===== config.mk =====
export PLATFORM = sky130hd
export DESIGN_NAME = lnk_engine
export DESIGN_NICKNAME = d
export VERILOG_FILES = /design/src/rtl/lnk_pkg.sv /design/src/rtl/lnk_ser.sv /design/src/rtl/lnk_des.sv /design/src/rtl/lnk_out_dma.sv /design/src/rtl/lnk_in_dma.sv /design/src/rtl/lnk_engine.sv
export SDC_FILE = /design/constraint.sdc
export NUM_CORES = 1
export LEC_CHECK = 0
export BUFFER_PORTS_ARGS = -buffer_cell sky130_fd_sc_hd__buf_2
export CORE_AREA = 2 2 113 115
export CTS_BUF_LIST = sky130_fd_sc_hd__clkbuf_16
export DETAILED_ROUTE_END_ITERATION = 10
export DIE_AREA = 0 0 115 117
export PLACE_DENSITY = 0.86
export RECOVER_POWER = 25
export SETUP_SLACK_MARGIN = 0.2
export SYNTH_ARGS = -nofsm -noshare
export SYNTH_HDL_FRONTEND = slang
export SYNTH_HIERARCHICAL = 1
export SYNTH_SLANG_ARGS = --single-unit

===== constraint.sdc =====
create_clock -name clk -period 2.4 [get_ports clk]
set_input_delay 0.48 -clock clk [delete_from_list [all_inputs] [get_ports clk]]
set_output_delay 0.48 -clock clk [all_outputs]
set_load 0.005 [all_outputs]

===== src/rtl/lnk_pkg.sv =====
package lnk_pkg;
  localparam logic [1:0] SEL_OUT_ADDR = 2'd0;
  localparam logic [1:0] SEL_OUT_LEN  = 2'd1;
  localparam logic [1:0] SEL_IN_ADDR  = 2'd2;
  localparam logic [1:0] SEL_IN_LEN   = 2'd3;
  localparam int DATA_FRAME_BITS = 11;
  localparam int ACK_FRAME_BITS  = 2;
  typedef enum logic [2:0] {
    O_IDLE, O_REQ, O_RSP, O_SEND, O_WACK
  } out_st_t;
endpackage


===== src/rtl/lnk_ser.sv =====
module lnk_ser #(
  parameter int BIT_CYC = 4
) (
  input  logic       clk,
  input  logic       rst_n,
  input  logic       ack_req,
  input  logic       dat_req,
  input  logic [7:0] dat_byte,
  output logic       dat_take,
  output logic       tx
);
  import lnk_pkg::*;
  localparam int CW = $clog2(BIT_CYC);
  localparam int FB = DATA_FRAME_BITS;

  logic          busy, ack_pend;
  logic [FB-1:0] shreg;
  logic [3:0]    nbits;
  logic [CW-1:0] cyc;
  logic          start_ack;

  assign start_ack = !busy && ack_pend;
  assign dat_take  = !busy && !ack_pend && dat_req;
  assign tx        = busy & shreg[0];

  always_ff @(posedge clk or negedge rst_n) begin
    if (!rst_n) begin
      busy     <= 1'b0;
      ack_pend <= 1'b0;
      shreg    <= '0;
      nbits    <= '0;
      cyc      <= '0;
    end else begin
      if (start_ack) begin
        // acknowledge wins over data so the partner is never stalled behind us
        shreg    <= FB'(2'b01);
        nbits    <= 4'(ACK_FRAME_BITS);
        cyc      <= CW'(BIT_CYC - 1);
        busy     <= 1'b1;
        ack_pend <= 1'b0;
      end else if (dat_take) begin
        shreg <= {1'b0, dat_byte, 2'b11};
        nbits <= 4'(FB);
        cyc   <= CW'(BIT_CYC - 1);
        busy  <= 1'b1;
      end else if (busy) begin
        if (cyc != '0) begin
          cyc <= cyc - CW'(1);
        end else if (nbits == 4'd1) begin
          busy <= 1'b0;
        end else begin
          shreg <= {1'b0, shreg[FB-1:1]};
          nbits <= nbits - 4'd1;
          cyc   <= CW'(BIT_CYC - 1);
        end
      end
      if (ack_req) ack_pend <= 1'b1;
    end
  end
endmodule


===== src/rtl/lnk_des.sv =====
module lnk_des #(
  parameter int BIT_CYC = 4
) (
  input  logic       clk,
  input  logic       rst_n,
  input  logic       rx,
  output logic       ack_seen,
  output logic       byte_vld,
  output logic [7:0] byte_q
);
  localparam int FIRST = BIT_CYC + BIT_CYC / 2 - 1;
  localparam int CW    = $clog2(FIRST + 1);

  logic          rx_q, active;
  logic [CW-1:0] cnt;
  logic [3:0]    idx;

  always_ff @(posedge clk or negedge rst_n) begin
    if (!rst_n) begin
      rx_q     <= 1'b0;
      active   <= 1'b0;
      cnt      <= '0;
      idx      <= '0;
      byte_q   <= '0;
      ack_seen <= 1'b0;
      byte_vld <= 1'b0;
    end else begin
      rx_q     <= rx;
      ack_seen <= 1'b0;
      byte_vld <= 1'b0;
      if (!active) begin
        if (rx && !rx_q) begin
          active <= 1'b1;
          cnt    <= CW'(FIRST);
          idx    <= '0;
        end
      end else if (cnt != '0) begin
        cnt <= cnt - CW'(1);
      end else begin
        cnt <= CW'(BIT_CYC - 1);
        if (idx == 4'd0) begin
          if (!rx) begin
            ack_seen <= 1'b1;
            active   <= 1'b0;
          end else begin
            idx <= 4'd1;
          end
        end else if (idx == 4'd9) begin
          byte_vld <= 1'b1;
          active   <= 1'b0;
        end else begin
          byte_q <= {rx, byte_q[7:1]};
          idx    <= idx + 4'd1;
        end
      end
    end
  end
endmodule


===== src/rtl/lnk_out_dma.sv =====
module lnk_out_dma #(
  parameter int ADDR_W = 16,
  parameter int LEN_W  = 16
) (
  input  logic              clk,
  input  logic              rst_n,
  input  logic              reg_we,
  input  logic [1:0]        reg_sel,
  input  logic [ADDR_W-1:0] reg_wdata,
  output logic              rd_req_valid,
  input  logic              rd_req_ready,
  output logic [ADDR_W-1:0] rd_req_addr,
  input  logic              rd_rsp_valid,
  input  logic [7:0]        rd_rsp_data,
  output logic              dat_req,
  output logic [7:0]        dat_byte,
  input  logic              dat_take,
  input  logic              ack_seen,
  output logic              done
);
  import lnk_pkg::*;
  out_st_t          st;
  logic [LEN_W-1:0] left;

  assign rd_req_valid = (st == O_REQ);
  assign dat_req      = (st == O_SEND);

  always_ff @(posedge clk or negedge rst_n) begin
    if (!rst_n) begin
      st          <= O_IDLE;
      left        <= '0;
      rd_req_addr <= '0;
      dat_byte    <= '0;
      done        <= 1'b0;
    end else begin
      done <= 1'b0;
      case (st)
        O_IDLE: if (reg_we) begin
          if (reg_sel == SEL_OUT_ADDR) rd_req_addr <= reg_wdata;
          if (reg_sel == SEL_OUT_LEN) begin
            if (reg_wdata[LEN_W-1:0] == '0) begin
              done <= 1'b1;
            end else begin
              left <= reg_wdata[LEN_W-1:0];
              st   <= O_REQ;
            end
          end
        end
        O_REQ:  if (rd_req_ready) st <= O_RSP;
        O_RSP:  if (rd_rsp_valid) begin
          dat_byte <= rd_rsp_data;
          st       <= O_SEND;
        end
        O_SEND: if (dat_take) st <= O_WACK;
        O_WACK: if (ack_seen) begin
          rd_req_addr <= rd_req_addr + ADDR_W'(1);
          left        <= left - LEN_W'(1);
          if (left == LEN_W'(1)) begin
            done <= 1'b1;
            st   <= O_IDLE;
          end else begin
            st <= O_REQ;
          end
        end
        default: st <= O_IDLE;
      endcase
    end
  end
endmodule


===== src/rtl/lnk_in_dma.sv =====
module lnk_in_dma #(
  parameter int ADDR_W = 16,
  parameter int LEN_W  = 16
) (
  input  logic              clk,
  input  logic              rst_n,
  input  logic              reg_we,
  input  logic [1:0]        reg_sel,
  input  logic [ADDR_W-1:0] reg_wdata,
  input  logic              byte_vld,
  input  logic [7:0]        byte_in,
  output logic              wr_valid,
  input  logic              wr_ready,
  output logic [ADDR_W-1:0] wr_addr,
  output logic [7:0]        wr_data,
  output logic              ack_req,
  output logic              done
);
  import lnk_pkg::*;
  logic             armed, full;
  logic [LEN_W-1:0] left;

  assign wr_valid = armed && full;

  always_ff @(posedge clk or negedge rst_n) begin
    if (!rst_n) begin
      armed   <= 1'b0;
      full    <= 1'b0;
      left    <= '0;
      wr_addr <= '0;
      wr_data <= '0;
      ack_req <= 1'b0;
      done    <= 1'b0;
    end else begin
      ack_req <= 1'b0;
      done    <= 1'b0;
      if (byte_vld && !full) begin
        wr_data <= byte_in;
        full    <= 1'b1;
      end
      if (!armed && reg_we) begin
        if (reg_sel == SEL_IN_ADDR) wr_addr <= reg_wdata;
        if (reg_sel == SEL_IN_LEN) begin
          if (reg_wdata[LEN_W-1:0] == '0) begin
            done <= 1'b1;
          end else begin
            left  <= reg_wdata[LEN_W-1:0];
            armed <= 1'b1;
          end
        end
      end
      if (wr_valid && wr_ready) begin
        full    <= 1'b0;
        wr_addr <= wr_addr + ADDR_W'(1);
        left    <= left - LEN_W'(1);
        ack_req <= 1'b1;
        if (left == LEN_W'(1)) begin
          armed <= 1'b0;
          done  <= 1'b1;
        end
      end
    end
  end
endmodule


===== src/rtl/lnk_engine.sv =====
module lnk_engine #(
  parameter int ADDR_W  = 16,
  parameter int LEN_W   = 16,
  parameter int BIT_CYC = 4
) (
  input  logic              clk,
  input  logic              rst_n,
  input  logic              reg_we,
  input  logic [1:0]        reg_sel,
  input  logic [ADDR_W-1:0] reg_wdata,
  output logic              rd_req_valid,
  input  logic              rd_req_ready,
  output logic [ADDR_W-1:0] rd_req_addr,
  input  logic              rd_rsp_valid,
  input  logic [7:0]        rd_rsp_data,
  output logic              wr_valid,
  input  logic              wr_ready,
  output logic [ADDR_W-1:0] wr_addr,
  output logic [7:0]        wr_data,
  input  logic              link_rx,
  output logic              link_tx,
  output logic              out_done,
  output logic              in_done
);
  logic       ack_req, dat_req, dat_take, ack_seen, byte_vld;
  logic [7:0] dat_byte, rx_byte;

  lnk_ser #(.BIT_CYC(BIT_CYC)) u_ser (
    .clk(clk), .rst_n(rst_n), .ack_req(ack_req), .dat_req(dat_req),
    .dat_byte(dat_byte), .dat_take(dat_take), .tx(link_tx)
  );

  lnk_des #(.BIT_CYC(BIT_CYC)) u_des (
    .clk(clk), .rst_n(rst_n), .rx(link_rx), .ack_seen(ack_seen),
    .byte_vld(byte_vld), .byte_q(rx_byte)
  );

  lnk_out_dma #(.ADDR_W(ADDR_W), .LEN_W(LEN_W)) u_out (
    .clk(clk), .rst_n(rst_n), .reg_we(reg_we), .reg_sel(reg_sel),
    .reg_wdata(reg_wdata), .rd_req_valid(rd_req_valid),
    .rd_req_ready(rd_req_ready), .rd_req_addr(rd_req_addr),
    .rd_rsp_valid(rd_rsp_valid), .rd_rsp_data(rd_rsp_data),
    .dat_req(dat_req), .dat_byte(dat_byte), .dat_take(dat_take),
    .ack_seen(ack_seen), .done(out_done)
  );

  lnk_in_dma #(.ADDR_W(ADDR_W), .LEN_W(LEN_W)) u_in (
    .clk(clk), .rst_n(rst_n), .reg_we(reg_we), .reg_sel(reg_sel),
    .reg_wdata(reg_wdata), .byte_vld(byte_vld), .byte_in(rx_byte),
    .wr_valid(wr_valid), .wr_ready(wr_ready), .wr_addr(wr_addr),
    .wr_data(wr_data), .ack_req(ack_req), .done(in_done)
  );
endmodule


==> run summary <==
POWER AND IR DROP
----------------------------------------------------------------------------------------
Power Density                                                                1165 nW/um2
Maximum resistive drop on vdd                                                   597.6 uV
Leakage power of the design                                                  0.003652 uW

SYNTHESIS
----------------------------------------------------------------------------------------
FF+latch count, synth                                                                125
Gate count of the mapped netlist                                                     749
Proportion of synthesized flip-flops having asynchronous set or reset             100.0%
Sequential share of the synthesized area                                          43.99%
Warning count from the yosys run                                                       6
Net count after synthesis                                                            796
Most used flip-flop cell after synthesis                                         dfrtp_1
Count of flip-flops with a built-in enable after synthesis                             0
Synthesized cell area                                                           7111 um2
Average cell area after synthesis                                              9.493 um2
Distinct cell type count of the synthesized netlist                                   87

CLOCKING
----------------------------------------------------------------------------------------
CTS tree                                                                             yes
TritonCTS buffer count                                                                17
Deepest clock path buffer count                                                        2
H-Tree Level Count                                                                     4
Clock-pin slew of the registers on the worst-case setup and hold paths           0.05 ns
Insertion delay to the later sink of the worst-skew pair                         0.42 ns
Number of clock sinks                                                                125
Buffer type at the clock tree root                                             clkbuf_16

CELLS AND AREA
----------------------------------------------------------------------------------------
Leading cell types in the layout, fill and taps excluded                    dfrtp_1 (123), buf_2 (75), nand2_1 (72), nor2_1 (56), a21oi_1 (50)
Register cell area after layout                                                 3131 um2
Layout cells sized above 1                                                        25.03%
Number of fillers in the final layout                                                974
Layout Area Growth over Synthesis                                                 18.65%
Area taken by multi-input logic gates                                           3725 um2
# diodes                                                                               0
Most common cell after layout, fill and taps aside                               dfrtp_1
Area of all placed cells without fillers                                        8437 um2
Net count, final                                                                     902

CRITICAL PATH
----------------------------------------------------------------------------------------
Worst Path Max Fanout                                                                  6
Cells along the critical path                                               or4_4 > nor4_1 > mux2_2 > a221o_2
Required time of the worst setup path                                            2.69 ns
Launching element type of the critical path                                    flip-flop
R2r setup slk                                                                    0.25 ns
Worst Setup Path Type                                                         reg -> reg
Max incr delay on CP                                                             0.56 ns
Worst reg2reg startpoint                                                    u_out/left[10]
Critical-path top delay cell                                                       or4_4
Worst reg-to-reg path cell count                                                       4
Kind of capture point of the worst setup path                                  flip-flop
Arrival @ worst endpoint                                                         2.45 ns
R2R Path End                                                                u_out/left[14]

ROUTING
----------------------------------------------------------------------------------------
Remaining routing DRC violations                                                       0
Routed via count                                                                    6593
Wire length reported by the detailed router                                     18930 um
Number of DRC violations after detailed-routing iteration 0                          743
Remaining antenna violation count after routing                                        0
Number of optimization iterations in the first detailed-route pass                     5
Via density per instance                                                           6.508
Detail-routed net length per standard cell                                      18.69 um

STA
----------------------------------------------------------------------------------------
Final hold viol count                                                                  0
Worst clock skew on the final layout                                         0.009112 ns
Transition time at the pin with the least slew margin                           1.434 ns
Final period util                                                                 89.70%
Unrepaired setup endpoints after global routing                                    false
Total count of max-transition violations in the final report                           0
Max transition margin                                                             4.368%
Setup-violating endpoint count in the final report                                     0
Total negative slack                                                                0 ns
Time the worst path needs with I/O delays and setup                             2.153 ns
Max Fclk                                                                       464.5 MHz

PLACEMENT
----------------------------------------------------------------------------------------
Port Buffers                                                                          77
Weighted congestion at the end of routability-driven global placement             0.9298
Total half-perimeter wirelength after legalization and detailed placement       13300 um
DP Area                                                                         7901 um2

GLOBAL ROUTE
----------------------------------------------------------------------------------------
Pin count of the biggest net entering global routing                                  48
Via count of the first global-routing pass                                          6165
Global-route wire length before repair                                          30660 um
Number of antenna violations at the first check in global routing                      0
Global-route usage over all layers                                                29.30%
Congestion Overflow GR                                                                 0

FLOORPLANNING
----------------------------------------------------------------------------------------
Number of rows created at floorplan                                                   41
Horizontal die dimension                                                          115 um
Area enclosed by the die boundary                                              13460 um2
I/O pin cnt                                                                           78
Initial core utilization                                                          57.75%
Core Box Area                                                                  12310 um2
Height of the die                                                                 117 um

STATUS
----------------------------------------------------------------------------------------
Outcome                                                                     complete, no violations

WORST HOLD PATH
----------------------------------------------------------------------------------------
Worst min path class                                                           in -> reg
Worst Hold Endpoint                                                           u_des/rx_q
Hold path depth                                                                        1
Hold path startpoint                                                             link_rx

FLOW RUN
----------------------------------------------------------------------------------------
Number of maximum-capacitance constraint violations                                    0

where the power goes:
group          internal (uW)  switching [uW]
registers               2980            1090
clock network           1350             849
logic                   1700            1860
total                   6030            3790
worst max-delay path: cells and delay by family, from the launching register on:
kind / cells / cell delay (ns)
AOI/OAI and AO/OA: 1 / 0.33
DFF: 1 / 0.44
muxes: 1 / 0.37
and+or+nand+nor: 2 / 0.89
worst max path at each step:
stage	start	endpoint
2_1_floorplan	reg_wdata[8]	u_out/left[4]
3_3_place_gp	reg_wdata[9]	u_out/left[4]
3_5_place_dp	reg_wdata[9]	u_out/left[4]
4_1_cts	u_out/left[2]	u_out/left[11]
5_1_grt	rst_n	u_out/left[10]
6_report	u_out/left[10]	u_out/left[14]
cell usage after synthesis, types with 13 or more instances:
cell        n  area [um2]
o22ai_1    13       81.33
nor2_1     56       210.2
nor4_1     13       81.33
a21oi_1    50       250.2
nand2_1    72       270.3
dfrtp_1   125        3128
inv_1      32       120.1
ha_1       14       175.2
o21ai_0    48       240.2
mux2_2     36       405.4
nand3_1    29       145.1
nor3_1     18       90.09
clkbuf_1   28       105.1
or4_1      13       97.59
what timing repair did:
action	4_1_cts	5_1_grt
gates resized for setup	2	4
hold buffers	1	0
pin swaps	0	2
buffers inserted	0	3
hold endpoints to repair	20	0
setup endpoints to repair	2	5
area by class of cell:
| cell class | instances | area share (%) |
|---|---|---|
| clock buffers | 17 | 5.042 |
| clock inverters | 10 | 0.7712 |
| inverters | 33 | 1.468 |
| multi-input cells | 553 | 44.15 |
| flip-flops and latches | 125 | 37.11 |
| well taps | 150 | 2.225 |
| repair buffers | 125 | 9.239 |
registers in the layout (all words and copies together), names as in the netlist, 2 cells and up:
name / flops
u_des/byte_q: 8
u_des/cnt: 3
u_des/idx: 4
u_in/left: 16
u_in/wr_addr: 16
u_in/wr_data: 8
u_out/dat_byte: 8
u_out/left: 16
u_out/rd_req_addr: 16
u_out/st: 3
u_ser/cyc: 2
u_ser/nbits: 4
u_ser/shreg: 10
cells by family (layout without fill, tap and decap cells):
kind of cell / after synthesis / after routing / share of synthesized area, %
flops: 125 / 125 / 43.99
buf+inv: 71 / 185 / 4.029
xor+xnor: 1 / 1 / 0.1232
mux: 40 / 40 / 6.282
compound gates: 213 / 213 / 20.78
fa+ha+maj: 14 / 14 / 2.464
simple gates: 285 / 285 / 22.33
stage by stage:
step	std cells	util [%]	hold WS [ns]	setup WS [ns]	total power, uW
after global routing	1013	68.53	0.2769	0.1189	10480
after global placement	982	64.18	0.4068	0.06606	7290
final	1013	68.53	0.2899	0.2471	9825
after floorplan	749	-	0.1844	0.2216	6225
after detailed placement	982	64.18	0.4119	0.03057	7476
after CTS	1010	68.32	0.2362	0.2274	9755
layer usage:
layer	vias up	GRT usage, %	part of all wire (%)	wire length [um]
met5	-	0	0	0
met4	0	12.69	2.6	485
met3	52	6.694	8.4	1588
met2	365	46.86	47	8969
met1	3158	38.62	42	7889
li1	3018	-	-	-
Power figures use the tool's default switching activity.
